[config.mk]
export PLATFORM = sky130hd
export DESIGN_NAME = regwin_ctrl
export DESIGN_NICKNAME = d
export VERILOG_FILES = /design/src/rtl/regwin_pkg.sv /design/src/rtl/regwin_ptr_step.sv /design/src/rtl/regwin_decide.sv /design/src/rtl/regwin_ctrl.sv
export SDC_FILE = /design/constraint.sdc
export NUM_CORES = 1
export LEC_CHECK = 0
export ABC_AREA = 1
export BUFFER_PORTS_ARGS = -buffer_cell sky130_fd_sc_hd__buf_2
export CAP_MARGIN = 10
export CORE_ASPECT_RATIO = 0.9
export CORE_MARGIN = 2
export CORE_UTILIZATION = 40
export CTS_CLUSTER_SIZE = 14
export DETAILED_ROUTE_END_ITERATION = 10
export GPL_TIMING_DRIVEN = 0
export MAX_ROUTING_LAYER = met4
export PLACE_DENSITY = 0.6
export SLEW_MARGIN = 25
export SYNTH_ARGS = -nofsm -noshare
export SYNTH_HDL_FRONTEND = slang
export SYNTH_HIERARCHICAL = 1
export SYNTH_SLANG_ARGS = --single-unit
[constraint.sdc]
create_clock -name clk -period 5.2 [get_ports clk]
set_input_delay 0.52 -clock clk [delete_from_list [all_inputs] [get_ports clk]]
set_output_delay 0.52 -clock clk [all_outputs]
set_load 0.01 [all_outputs]
[src/rtl/regwin_pkg.sv]
package regwin_pkg;

    typedef enum logic [1:0] {
        OP_SAVE    = 2'b00,
        OP_RESTORE = 2'b01,
        OP_FLUSH   = 2'b10,
        OP_NONE    = 2'b11
    } win_op_e;

    typedef enum logic [2:0] {
        TK_NONE       = 3'd0,
        TK_SPILL_NORM = 3'd1,
        TK_SPILL_OTH  = 3'd2,
        TK_FILL_NORM  = 3'd3,
        TK_FILL_OTH   = 3'd4,
        TK_CLEAN      = 3'd5
    } trap_kind_e;

    typedef enum logic [1:0] {
        MV_HOLD  = 2'd0,
        MV_FWD1  = 2'd1,
        MV_FWD2  = 2'd2,
        MV_BACK1 = 2'd3
    } ptr_move_e;

    typedef enum logic [1:0] {
        RS_QUIET = 2'd0,
        RS_DONE  = 2'd1,
        RS_TRAP  = 2'd2
    } resp_state_e;

endpackage

[src/rtl/regwin_ptr_step.sv]
module regwin_ptr_step
    import regwin_pkg::*;
#(
    parameter int NWIN = 8,
    parameter int PW   = $clog2(NWIN)
) (
    input  logic [PW-1:0] cur,
    input  ptr_move_e     move,
    output logic [PW-1:0] nxt
);
    localparam bool_pow2 = (NWIN == (1 << PW));

    generate
        if (bool_pow2) begin : g_pow2
            // Natural wrap of a PW-bit adder is the modulo.
            always_comb begin
                unique case (move)
                    MV_FWD1:  nxt = cur + PW'(1);
                    MV_FWD2:  nxt = cur + PW'(2);
                    MV_BACK1: nxt = cur - PW'(1);
                    default:  nxt = cur;
                endcase
            end
        end else begin : g_cmp
            localparam logic [PW:0] LIM = (PW+1)'(NWIN);
            logic [PW:0] ofs;
            logic [PW:0] sum;
            always_comb begin
                unique case (move)
                    MV_FWD1:  ofs = (PW+1)'(1);
                    MV_FWD2:  ofs = (PW+1)'(2);
                    MV_BACK1: ofs = LIM - (PW+1)'(1);
                    default:  ofs = '0;
                endcase
                // cur < NWIN and ofs < NWIN, so one correction suffices.
                sum = {1'b0, cur} + ofs;
                if (sum >= LIM) sum = sum - LIM;
                nxt = sum[PW-1:0];
            end
        end
    endgenerate
endmodule

[src/rtl/regwin_decide.sv]
module regwin_decide
    import regwin_pkg::*;
#(
    parameter int NWIN = 8,
    parameter int CW   = $clog2(NWIN)
) (
    input  win_op_e        op,
    input  logic [CW-1:0]  cansave,
    input  logic [CW-1:0]  canrestore,
    input  logic [CW-1:0]  cleanwin,
    input  logic [CW-1:0]  otherwin,
    input  logic [5:0]     wstate,
    output logic           act,
    output logic           is_trap,
    output ptr_move_e      move,
    output trap_kind_e     kind,
    output logic [2:0]     vec,
    output logic [CW-1:0]  cansave_nxt,
    output logic [CW-1:0]  canrestore_nxt
);
    localparam logic [CW-1:0] FULL = CW'(NWIN - 2);

    logic       use_other;
    logic [2:0] sel_vec;
    trap_kind_e spill_k;
    trap_kind_e fill_k;

    always_comb begin
        use_other = |otherwin;
        sel_vec   = use_other ? wstate[5:3] : wstate[2:0];
        spill_k   = use_other ? TK_SPILL_OTH : TK_SPILL_NORM;
        fill_k    = use_other ? TK_FILL_OTH  : TK_FILL_NORM;
    end

    always_comb begin
        act            = 1'b1;
        is_trap        = 1'b0;
        move           = MV_HOLD;
        kind           = TK_NONE;
        vec            = 3'd0;
        cansave_nxt    = cansave;
        canrestore_nxt = canrestore;
        unique case (op)
            OP_SAVE: begin
                if (cansave == '0) begin
                    is_trap = 1'b1;
                    move    = MV_FWD2;
                    kind    = spill_k;
                    vec     = sel_vec;
                end else if (cleanwin == canrestore) begin
                    is_trap = 1'b1;
                    move    = MV_FWD1;
                    kind    = TK_CLEAN;
                end else begin
                    move           = MV_FWD1;
                    cansave_nxt    = cansave - CW'(1);
                    canrestore_nxt = canrestore + CW'(1);
                end
            end
            OP_RESTORE: begin
                move = MV_BACK1;
                if (canrestore == '0) begin
                    is_trap = 1'b1;
                    kind    = fill_k;
                    vec     = sel_vec;
                end else begin
                    cansave_nxt    = cansave + CW'(1);
                    canrestore_nxt = canrestore - CW'(1);
                end
            end
            OP_FLUSH: begin
                if (cansave != FULL) begin
                    is_trap = 1'b1;
                    kind    = spill_k;
                    vec     = sel_vec;
                end
            end
            default: begin
                act = 1'b0;
            end
        endcase
    end
endmodule

[src/rtl/regwin_ctrl.sv]
module regwin_ctrl
    import regwin_pkg::*;
#(
    parameter int NWIN = 8,
    parameter int PW   = $clog2(NWIN),
    parameter int CW   = $clog2(NWIN)
) (
    input  logic          clk,
    input  logic          rst_n,
    input  logic          req_valid,
    input  logic [1:0]    req_op,
    input  logic [CW-1:0] cleanwin_i,
    input  logic [CW-1:0] otherwin_i,
    input  logic [5:0]    wstate_i,
    output logic [PW-1:0] cwp_o,
    output logic [CW-1:0] cansave_o,
    output logic [CW-1:0] canrestore_o,
    output logic          done_o,
    output logic          trap_o,
    output logic [2:0]    trap_kind_o,
    output logic [2:0]    trap_vec_o
);
    localparam logic [CW-1:0] CS_RESET = CW'(NWIN - 2);

    logic [PW-1:0] cwp_q;
    logic [CW-1:0] cs_q, cr_q;
    trap_kind_e    kind_q;
    logic [2:0]    vec_q;
    resp_state_e   state_q, state_d;

    logic          dec_act, dec_trap;
    ptr_move_e     dec_move;
    trap_kind_e    dec_kind;
    logic [2:0]    dec_vec;
    logic [CW-1:0] cs_nxt, cr_nxt;
    logic [PW-1:0] cwp_nxt;
    logic          take;

    regwin_decide #(.NWIN(NWIN), .CW(CW)) u_decide (
        .op             (win_op_e'(req_op)),
        .cansave        (cs_q),
        .canrestore     (cr_q),
        .cleanwin       (cleanwin_i),
        .otherwin       (otherwin_i),
        .wstate         (wstate_i),
        .act            (dec_act),
        .is_trap        (dec_trap),
        .move           (dec_move),
        .kind           (dec_kind),
        .vec            (dec_vec),
        .cansave_nxt    (cs_nxt),
        .canrestore_nxt (cr_nxt)
    );

    regwin_ptr_step #(.NWIN(NWIN), .PW(PW)) u_step (
        .cur  (cwp_q),
        .move (dec_move),
        .nxt  (cwp_nxt)
    );

    assign take = req_valid && dec_act;

    // Next response state.
    always_comb begin
        if (!take)         state_d = RS_QUIET;
        else if (dec_trap) state_d = RS_TRAP;
        else               state_d = RS_DONE;
    end

    // State register.
    always_ff @(posedge clk or negedge rst_n) begin
        if (!rst_n) state_q <= RS_QUIET;
        else        state_q <= state_d;
    end

    // Window state and trap payload.
    always_ff @(posedge clk or negedge rst_n) begin
        if (!rst_n) begin
            cwp_q  <= '0;
            cs_q   <= CS_RESET;
            cr_q   <= '0;
            kind_q <= TK_NONE;
            vec_q  <= 3'd0;
        end else if (take) begin
            cwp_q  <= cwp_nxt;
            cs_q   <= cs_nxt;
            cr_q   <= cr_nxt;
            kind_q <= dec_kind;
            vec_q  <= dec_vec;
        end
    end

    // Outputs from state.
    always_comb begin
        cwp_o        = cwp_q;
        cansave_o    = cs_q;
        canrestore_o = cr_q;
        done_o       = 1'b0;
        trap_o       = 1'b0;
        trap_kind_o  = 3'd0;
        trap_vec_o   = 3'd0;
        unique case (state_q)
            RS_DONE: done_o = 1'b1;
            RS_TRAP: begin
                trap_o      = 1'b1;
                trap_kind_o = kind_q;
                trap_vec_o  = vec_q;
            end
            default: ;
        endcase
    end

    AST_IDLE_QUIET: assert property (@(posedge clk) disable iff (!rst_n)
        !req_valid |=> !trap_o && !done_o && $stable(cwp_q) && $stable(cs_q));
    AST_TRAP_HAS_KIND: assert property (@(posedge clk) disable iff (!rst_n)
        trap_o |-> trap_kind_o != 3'd0);
    AST_SAVE_SPILL: assert property (@(posedge clk) disable iff (!rst_n)
        req_valid && req_op == OP_SAVE && cs_q == '0
        |=> trap_o && int'(cwp_q) == (int'($past(cwp_q)) + 2) % NWIN);
    AST_RESTORE_BACK: assert property (@(posedge clk) disable iff (!rst_n)
        req_valid && req_op == OP_RESTORE
        |=> int'(cwp_q) == (int'($past(cwp_q)) + NWIN - 1) % NWIN);
    AST_COUNT_SUM: assert property (@(posedge clk) disable iff (!rst_n)
        int'(cs_q) + int'(cr_q) == NWIN - 2);
    AST_FLUSH_HOLD: assert property (@(posedge clk) disable iff (!rst_n)
        req_valid && req_op == OP_FLUSH |=> $stable(cwp_q) && $stable(cs_q) && $stable(cr_q));
endmodule

==> out/metrics.cfg, run 1 <==
[timing]
period_minus_slack_ns = 2.45
max_slew_margin_pct = 73.1
fmax_ghz = 0.408
hold_viol_final = 0
tightest_slew_ns = 0.403
period_share_pct = 47.2
skew_ns = 0.00206
drv_slew = 0
setup_viol = 0
setup_tns_ns = 0
rsz0062_at_grt = no

[pwr]
pwr-share-clk_pct = 13.9
irDropWorstVdd_mv = 0.199
p_leak_nw = 0.977
pwr-share-comb_pct = 53.8
power_density_nw_per_um2 = 427
p_int_w = 0.000397
switching_share_pct = 46.1
switchingPower_w = 0.000340
power_frac_seq_pct = 32.3

[logic_synthesis]
muxShareOfSynthArea_pct = 0
synthCells = 210
synth-simple-area-share_pct = 42.0
synthFlopType = dfrtp_1
synth_top_area_cell = dfrtp_1
syn-num-nets = 235
synth_edf_count = 0
yosysWarnings = 6
synthXorXnorAreaFrac_pct = 3.59
synth_compound_area_share_pct = 5.22
synth_most_common_cell = nand2_1
synthAdderAreaFrac_pct = 7.36
syn-cell-area_sq_um = 1460
async_flop_share_pct = 100
ys_ff_latch = 17
ys_seq_area_share_pct = 29.3
synth_common_cells = nand2_1, inv_1, nand3_1
synth_top_family_by_area = simple AND/OR/NAND/NOR gates
avgSynthCellArea_sq_um = 6.97
ys_types = 32
ys_top_cells_by_area = dfrtp_1, nand2_1, nand3_1
synth_top_area_share_pct = 25.7

[critical_path]
worstPathArrival_ns = 2.61
critical-path-top-delay-family = simple AND/OR/NAND/NOR gates
crit_top_cell = nand2_1
slowest_stage = dfstp_2
critPathCaptureType = register
slowest_delay_ns = 0.57
worstPathCellList = inv_1 > ha_1 > inv_1 > nor2_2 > inv_2 > o21ai_0 > nand2_1 > clkinv_2 > fa_1 > inv_1 > nand2_1 > nand3_2 > nand2_1 > nand2_1 > nand2_1 > nand3_1 > nand2_1
crit_required_ns = 5.36
regToRegSetupSlack_ns = 2.75
path_class = register to register
cp-start-kind = register
worst-path-buf-inv = 5
worst-path-max-fanout = 6

[global_route]
grt_pass1_wl_um = 5530
grt_remaining_overflow = 0
track_usage_pct = 18.5
grt_pass1_vias = 1219
grt_antenna_before_repair = 0
grt_max_degree = 18

[place]
port_buffers = 32
routabilityCongestion = 0.841
placed_cells = 286
hpwl_um = 2400

[detailed_routing]
drt-initial-drc-count = 43
dr.pass1.iters = 4
wire_per_inst_um = 10.6
num_vias = 1319
via_per_inst = 4.55
drc = 0
ant_nets = 0
drt-total-wl_um = 3080

[die]
core_area_sq_um = 3430
io_pins = 34
die_w_um = 67.7
num_rows = 20
die-area_sq_um = 4160
dieHeight_um = 61.4
initial_core_util_pct = 42.7

[cts]
clock_sinks = 17
clockRootBuffer = clkbuf_8
cts_inserted_buffers = 3
cts.clk_slew.worst_paths_ns = 0.07
cts_hold_buf = 0
cts_resized = 0
cts_max_level = 1
clockBufferDepth = 2
cts_tree = built
clk_latency_ns = 0.26
cts_setup_buffers = 0

[finish]
fillers = 363
area.sequential_sq_um = 428
drive_gt1_share_pct = 28.5
final_util_pct = 50.3
layout.cells.non_filler = 290
fin_nets = 272
multiInputGateArea_sq_um = 851
area_growth_pct = 17.9
antenna_cells = 0

[flow_run]
drv_cap = 0

[outcome]
status = complete, no violations

[min_path]
hp-class = primary input to async pin

==> path summary, 6_finish.rpt <==
path | from | endpoint | depth (start not counted)
hold reg to reg | kind_q[0] | kind_q[0] | 2
setup reg to reg | cansave_o[1] | cwp_o[2] | 17
hold / removal | rst_n | state_q[0] | 1
max in group asynchronous | rst_n | cansave_o[2] | 1
min in group clk | kind_q[0] | kind_q[0] | 2
setup / recovery | cansave_o[1] | cwp_o[2] | 17
==> per-stage QoR <==
| step | power [W] | area (sq um) | hold slack (ns) | setup WS [ns] |
|---|---|---|---|---|
| 2_1_floorplan | 0.000536 | 1460 | 0.224 | 2.92 |
| 3_3_place_gp | 0.000638 | 1680 | 0.458 | 2.75 |
| 3_5_place_dp | 0.000641 | 1680 | 0.459 | 2.75 |
| 4_1_cts | 0.000746 | 1720 | 0.196 | 2.72 |
| 5_1_grt | 0.000833 | 1720 | 0.199 | 2.51 |
| 6_report | 0.000737 | 1720 | 0.179 | 2.75 |
==> cell type report <==
cell class,instances,area share (%)
Multi-Input combinational cell,155,49.3
Sequential cell,17,24.8
Timing Repair Buffer,32,9.29
Inverter,33,7.26
Buffer,5,3.41
Tap cell,44,3.19
Clock buffer,3,2.39
Clock inverter,1,0.290
==> power groups by stage <==
stage          sequential (W)  clock (W)  combinational [W]
2_1_floorplan        0.000247          0           0.000289
3_3_place_gp         0.000242          0           0.000396
3_5_place_dp         0.000241          0           0.000399
4_1_cts              0.000239   0.000106           0.000401
5_1_grt              0.000250   0.000114           0.000468
6_report             0.000238   0.000103           0.000396
==> routing by layer <==
layer  vias to the layer above  global-route usage (%)  share of wire (%)
met1                       571                    23.4                 50
met5                         -                       -                  0
met3                         4                    4.39                4.2
li1                        720                       -                  -
met4                         0                    6.12                1.4
met2                        24                    29.3                 44
==> state kept, by name (all words and copies together) (netlist names) <==
| register | flops |
|---|---|
| vec_q | 3 |
| canrestore_o | 3 |
| state_q | 2 |
| cwp_o | 3 |
| cansave_o | 3 |
| kind_q | 3 |
==> placed cells by master (no fill, tap or decap), types with 5 or more instances in the layout <==
cell type / count
dfrtp_1: 15
buf_2: 32
ha_1: 7
o21ai_0: 5
nor2_1: 17
inv_2: 6
nand2_2: 5
nand2_1: 68
nand3_1: 22
inv_1: 26
nor2_2: 5
==> logic make-up after synthesis <==
| group | Yosys count |
|---|---|
| and+or+nand+nor | 129 |
| xor gates and xnor gates | 6 |
| adders and majority gates | 8 |
| buffers and inverters | 38 |
| DFF | 17 |
| AOI/OAI and AO/OA | 12 |
Power figures use the tool's default switching activity.
==> run 2, diff against run 1 <==
- clock period: 5.2 -> 2.4 ns (I/O delays scaled with it)
==> run 2 against run 1 <==
Effect of this change:
- via count is 1.9% higher
- sequential cell count is the same
- design area grew 2.6%
- worst hold slack better by 0.050 ns
- setup slack got worse by 2.6 ns
- non-clock buffer count is 3 higher
- register-to-register slack got worse by 2.6 ns
- combinational power grew 130%
- maximum frequency is 7.7% higher
- critical path type unchanged
- critical endpoint is now cwp_o[1]
- largest cell class unchanged
==> out/metrics.cfg, run 2 (same netlist as run 1, synthesis figures left out) <==
[outcome]
status = complete, no violations

[timing]
tightest_slew_ns = 0.402  ; -0.000444 ns
max_slew_margin_pct = 73.2  ; about the same
setup_tns_ns = 0  ; unchanged
hold_viol_final = 0  ; unchanged
fmax_ghz = 0.439  ; +7.7%
setup_viol = 0  ; unchanged
skew_ns = 0.000948  ; -0.00111 ns
whs_ns = 0.228  ; +0.0496 ns
drv_slew = 0  ; unchanged
period_share_pct = 94.8  ; +48 points
period_minus_slack_ns = 2.28  ; -0.176 ns

[critical_path]
critPathCaptureType = register
slowest_stage = dfstp_2
regToRegSetupSlack_ns = 0.12  ; -2.62 ns
cp-start-kind = register
r2r-end = cwp_o[1]
ff2ff_path_depth = 14  ; -3
r2r-start = cansave_o[1]
crit_top_cell = inv_1
worst-path-max-fanout = 5  ; -1
path_class = register to register
crit_required_ns = 2.55  ; -2.81 ns
worstPathCellList = inv_1 > ha_1 > inv_1 > nor2_4 > nor2_4 > inv_1 > nand2_2 > nand2_2 > clkinv_2 > fa_2 > nand2_1 > o21ai_0 > nand3_1 > nand2_1
worstPathArrival_ns = 2.43  ; -0.18 ns
slowest_delay_ns = 0.57  ; about the same

[detailed_routing]
drt-total-wl_um = 3180  ; +3.3%
wire_per_inst_um = 10.9  ; +2.3%
via_per_inst = 4.59  ; +0.85%
drt-initial-drc-count = 45  ; +4.7%
num_vias = 1344  ; +1.9%
drc = 0  ; unchanged
ant_nets = 0  ; unchanged
dr.pass1.iters = 4  ; unchanged

[die]
initial_core_util_pct = 42.7  ; unchanged
die-area_sq_um = 4160  ; unchanged
core_area_sq_um = 3430  ; unchanged
dieHeight_um = 61.4  ; unchanged
die_w_um = 67.7  ; unchanged
io_pins = 34  ; unchanged
num_rows = 20  ; unchanged

[pwr]
power_density_nw_per_um2 = 937  ; +120%
irDropWorstVdd_mv = 0.436  ; +120%
p_leak_nw = 0.991  ; +1.4%

[min_path]
min_path_cells = 3
hp-class = primary input to register
hp-start = req_valid
min_to = cansave_o[1]

[global_route]
grt_max_degree = 18  ; unchanged
grt_antenna_before_repair = 0  ; unchanged
grt_pass1_vias = 1231  ; +0.98%
grt_remaining_overflow = 0  ; unchanged
grt_pass1_wl_um = 5580  ; +0.89%
track_usage_pct = 18.7  ; +0.16 points

[place]
placed_cells = 286  ; unchanged
hpwl_um = 2400  ; unchanged
routabilityCongestion = 0.841  ; unchanged
port_buffers = 32  ; unchanged

[finish]
drive_gt1_share_pct = 31.3  ; +2.9 points
final_util_pct = 51.6  ; +1.3 points
fillers = 361  ; -0.55%
antenna_cells = 0  ; unchanged
most-common-layout-cells = nand2_1, buf_2, inv_1, nand3_1, nor2_1
layout.cells.non_filler = 293  ; +1.0%
final_common_cell = nand2_1
multiInputGateArea_sq_um = 867  ; +1.9%
area_growth_pct = 21.0
fin_nets = 275  ; +1.1%
area.sequential_sq_um = 429  ; +0.29%

[cts]
cts_max_level = 1  ; unchanged
clk_latency_ns = 0.26  ; about the same
clock_sinks = 17  ; unchanged
cts_tree = built
cts_inserted_buffers = 3  ; unchanged
cts.clk_slew.worst_paths_ns = 0.07  ; about the same
clockBufferDepth = 2  ; unchanged
clockRootBuffer = clkbuf_8

[flow_run]
drv_cap = 0  ; unchanged

[run 2: cell count changes in the layout (fill, tap and decap cells not counted), sizes merged]
cell         before  now
dlygate4sd3       0    1
buf              36   38
[run 2: worst max path at each step]
stage                            start       end  depth (start not counted)
final                     cansave_o[1]  cwp_o[1]                         14
after global routing      cansave_o[0]  cwp_o[2]                         18
after CTS                 cansave_o[1]  cwp_o[2]                         17
after detailed placement  cansave_o[1]  cwp_o[2]                         17
after global placement    cansave_o[1]  cwp_o[2]                         17
after floorplan           cansave_o[1]  cwp_o[2]                         17
[run 2: where the power goes]
group          switching, W  total [W]  internal [W]
sequential         0.000122   0.000516      0.000394
combinational      0.000535   0.000919      0.000384
clock              0.000108   0.000223      0.000116
total              0.000764    0.00166      0.000894
[run 2: final cells by class]
type	instances	area share [%]
Timing Repair Buffer	35	10.5
Buffer	5	3.32
Clock inverter	1	0.283
Inverter	33	7.21
Sequential cell	17	24.3
Multi-Input combinational cell	155	49.0
Clock buffer	3	2.33
Tap cell	44	3.11
[run 2: repair_timing]
action | in CTS | in global routing
setup endpoints to repair | 2 | 2
pin swaps | 0 | 2
hold endpoints to repair | 15 | 0
hold buffers | 1 | 0
setup buffers | 0 | 2
resized for setup | 3 | 6
[run 2: critical path, delay by kind of cell, from the launching register on]
kind	cells	cell delay, ns
simple gates	7	0.62
fa+ha+maj	2	0.59
flops	1	0.57
buf+inv	4	0.32
compound gates	1	0.07
[run 2: layer usage]
metal	GRT usage (%)	vias to the layer above	wire (um)
li1	-	726	-
met1	23.5	590	1550
met2	29.7	24	1460
met3	4.39	4	131
met4	6.12	0	42
met5	-	-	0
[run 2: metrics by stage]
step | setup slack (ns) | total power [W] | cell area [sq um]
after floorplan | 0.124 | 0.00116 | 1460
after global placement | -0.0490 | 0.00138 | 1680
after detailed placement | -0.0514 | 0.00139 | 1680
after CTS | 0.0404 | 0.00163 | 1740
after global routing | -0.0163 | 0.00187 | 1770
final | 0.124 | 0.00166 | 1770
==> run 3, diff against run 2 <==
- ABC_AREA: 1 -> 0
- HOLD_SLACK_MARGIN: default -> 0.12
- PLACE_DENSITY: 0.6 -> 0.61
==> run 3 against run 2 <==
Effect of this change:
- via count shrank 19%
- first-iteration DRC count down 49%
- critical path depth is 3 lower
- register-to-register slack lost 0.11 ns
- sequential share of layout area up 2.1 points
- total power shrank 0.96%
- combinational power up 4.0%
- worst hold slack better by 0.014 ns
- global-route usage down 1.7 points
==> out/metrics.cfg, run 3 <==
[outcome]
status = complete, no violations

[timing]
tightest_slew_ns = 0.544  ; +0.141 ns
max_slew_margin_pct = 63.7  ; -9.4 points
skew_ns = 0.00184  ; +0.000894 ns
whs_ns = 0.242  ; +0.0138 ns
setup_viol = 0  ; unchanged
period_share_pct = 99.3  ; +4.5 points
fmax_ghz = 0.420  ; -4.5%
setup_tns_ns = 0  ; unchanged
drv_slew = 0  ; unchanged
period_minus_slack_ns = 2.38  ; +0.108 ns
hold_viol_final = 0  ; unchanged
rsz0062_at_grt = yes

[detailed_routing]
drc = 0  ; unchanged
wl_met1_um = 1290  ; -17%
wire_per_inst_um = 12.5  ; +15%
num_vias = 1091  ; -19%
via_per_inst = 4.96  ; +8.1%
dr.pass1.iters = 2  ; -2
ant_nets = 0  ; unchanged
top_layer = met4
met3WireLength_um = 108  ; -18%
drt-total-wl_um = 2760  ; -13%
dr_wl_met2_um = 1340  ; -8.3%
drt-initial-drc-count = 23  ; -49%

[place]
placed_cells = 209  ; -27%
routabilityCongestion = 0.790  ; -6.1%
port_buffers = 33  ; +3.1%
hpwl_um = 2100  ; -13%

[die]
die_w_um = 63.9  ; -5.7%
core_area_sq_um = 3070  ; -11%
initial_core_util_pct = 42.1  ; -0.60 points
dieHeight_um = 57.9  ; -5.7%
die-area_sq_um = 3700  ; -11%
io_pins = 34  ; unchanged
num_rows = 19  ; -5.0%

[finish]
most-common-layout-cells = buf_2, dfrtp_1, nand2_1, mux2_4
fin_nets = 204  ; -26%
final_util_pct = 52.9  ; +1.3 points
layout.cells.non_filler = 220  ; -25%
area_growth_pct = 25.7
final_common_cell = buf_2
fillers = 298  ; -17%
drive_gt1_share_pct = 41.6  ; +10 points
antenna_cells = 0  ; unchanged

[cts]
clockBufferDepth = 2  ; unchanged
cts.clk_slew.worst_paths_ns = 0.11  ; +0.04 ns
cts_tree = built
clockRootBuffer = clkbuf_4
cts_inserted_buffers = 3  ; unchanged
clock_sinks = 17  ; unchanged
cts_max_level = 1  ; unchanged
clk_latency_ns = 0.30  ; +0.04 ns

[pwr]
power_w = 0.00164  ; -0.96%
irDropWorstVdd_mv = 0.666  ; +53%
p_leak_nw = 0.806  ; -19%
power_density_nw_per_um2 = 1010  ; +8.1%

[critical_path]
crit_required_ns = 2.59  ; +0.04 ns
path_class = register to register
regToRegSetupSlack_ns = 0.02  ; -0.11 ns
ff2ff_path_depth = 11  ; -3
worstPathArrival_ns = 2.58  ; +0.15 ns
cp-start-kind = register
critPathCaptureType = register
r2r-end = cwp_o[2]
worst-path-max-fanout = 4  ; -1
r2r-start = cansave_o[1]

[min_path]
hp-start = req_valid
hp-class = primary input to register
min_to = state_q[1]
min_path_cells = 2  ; -1

[logic_synthesis]
synth_top_area_share_pct = 29.1  ; +3.4 points
ys_types = 39  ; +22%
yosysWarnings = 6  ; unchanged
synthFlopType = dfrtp_1
avgSynthCellArea_sq_um = 9.63  ; +38%
syn-cell-area_sq_um = 1290  ; -12%
ys_seq_area_share_pct = 33.2  ; +3.9 points
ys_top_cells_by_area = dfrtp_1, mux2_4, ha_1
synth_common_cells = dfrtp_1, nand2_1, nor2_1
syn-num-nets = 159  ; -32%
async_flop_share_pct = 100  ; unchanged
ys_ff_latch = 17  ; unchanged
synthCells = 134  ; -36%
synth_top_area_cell = dfrtp_1
synth_most_common_cell = dfrtp_1
synth_edf_count = 0  ; unchanged

[flow_run]
drv_cap = 0  ; unchanged

[global_route]
grt_antenna_before_repair = 0  ; unchanged
grt_max_degree = 18  ; unchanged
track_usage_pct = 16.9  ; -1.7 points
grt_remaining_overflow = 0  ; unchanged
grt_pass1_vias = 1077  ; -13%
grt_pass1_wl_um = 4750  ; -15%

==> run 3: changes by cell type after synthesis, sizes merged, moves of 5 or more <==
cell   delta
nand2    -60
inv      -26
nand3    -22
mux2     +15
nor2     -13
and2      +7
a21oi     +5
==> run 3: final cells by class <==
class,count,area (sq um),share of cell area (%)
timing repair buffer,40,220,13.6
buffer,4,22.5,1.39
tap,42,52.6,3.24
clock inverter,1,5.00,0.309
clock buffer,3,22.5,1.39
multi-input combinational,107,848,52.3
sequential,17,428,26.4
inverter,6,22.5,1.39
==> run 3: worst max-delay path: stages, from the launching register on <==
cell	delay, ns
dfstp_2	0.56
inv_2	0.04
ha_2	0.18
nand2b_4	0.09
nor2b_4	0.17
nor2_4	0.06
and2_4	0.18
fa_2	0.33
xnor2_1	0.14
mux2i_1	0.11
xor2_1	0.15
mux2_2	0.26
==> run 3: how the worst max path moves through the flow <==
stage,end,start,cells after the start,slack (ns)
floorplan,cwp_o[2],cansave_o[1],11,0.04
detailed placement,cwp_o[2],cansave_o[1],11,-0.08
finish,cwp_o[2],cansave_o[1],11,0.02
CTS,cwp_o[2],cansave_o[1],11,0.02
global route,cwp_o[2],cansave_o[1],11,-0.09
global placement,cwp_o[1],cansave_o[1],10,-0.03
==> run 3: power by group <==
group / total (W) / switching [W] / internal, W / leakage (nW)
registers: 0.000525 / 0.000121 / 0.000404 / 0.211
logic: 0.000956 / 0.000453 / 0.000502 / 0.577
clock network: 0.000162 / 0.0000996 / 0.0000621 / 0.0177
total: 0.00164 / 0.000674 / 0.000968 / 0.806
==> run 3: what timing repair did <==
action,CTS,global route
gates resized for setup,2,0
hold endpoints to repair,15,0
setup endpoints to repair,2,2
buffers inserted,3,3
hold buffers,1,0
pin swaps,1,1
==> run 3: stage by stage <==
| stage | setup WS [ns] | area, sq um |
|---|---|---|
| 6_report | 0.0164 | 1620 |
| 2_1_floorplan | 0.0373 | 1320 |
| 5_1_grt | -0.0935 | 1620 |
| 3_5_place_dp | -0.0761 | 1540 |
| 4_1_cts | 0.0169 | 1600 |
| 3_3_place_gp | -0.0278 | 1540 |
==> run 3: kinds of logic (layout without fill, tap and decap cells) <==
family                     count (synthesis)  count (layout)  synth area share, %
DFF                                       17              17                 33.2
muxes                                     18              18                 18.0
buffers and inverters                     10              54                 3.49
adders and majority gates                  8               8                 8.34
xor gates and xnor gates                   9               9                 6.11
AOI/OAI and AO/OA                         24              24                 12.0
and+or+nand+nor                           48              48                 18.8
==> run 3: layer usage <==
metal | up-vias | GRT usage [%]
met5 | - | -
met1 | 512 | 19.9
li1 | 555 | -
met2 | 22 | 29.9
met3 | 2 | 4.08
met4 | 0 | 2.80
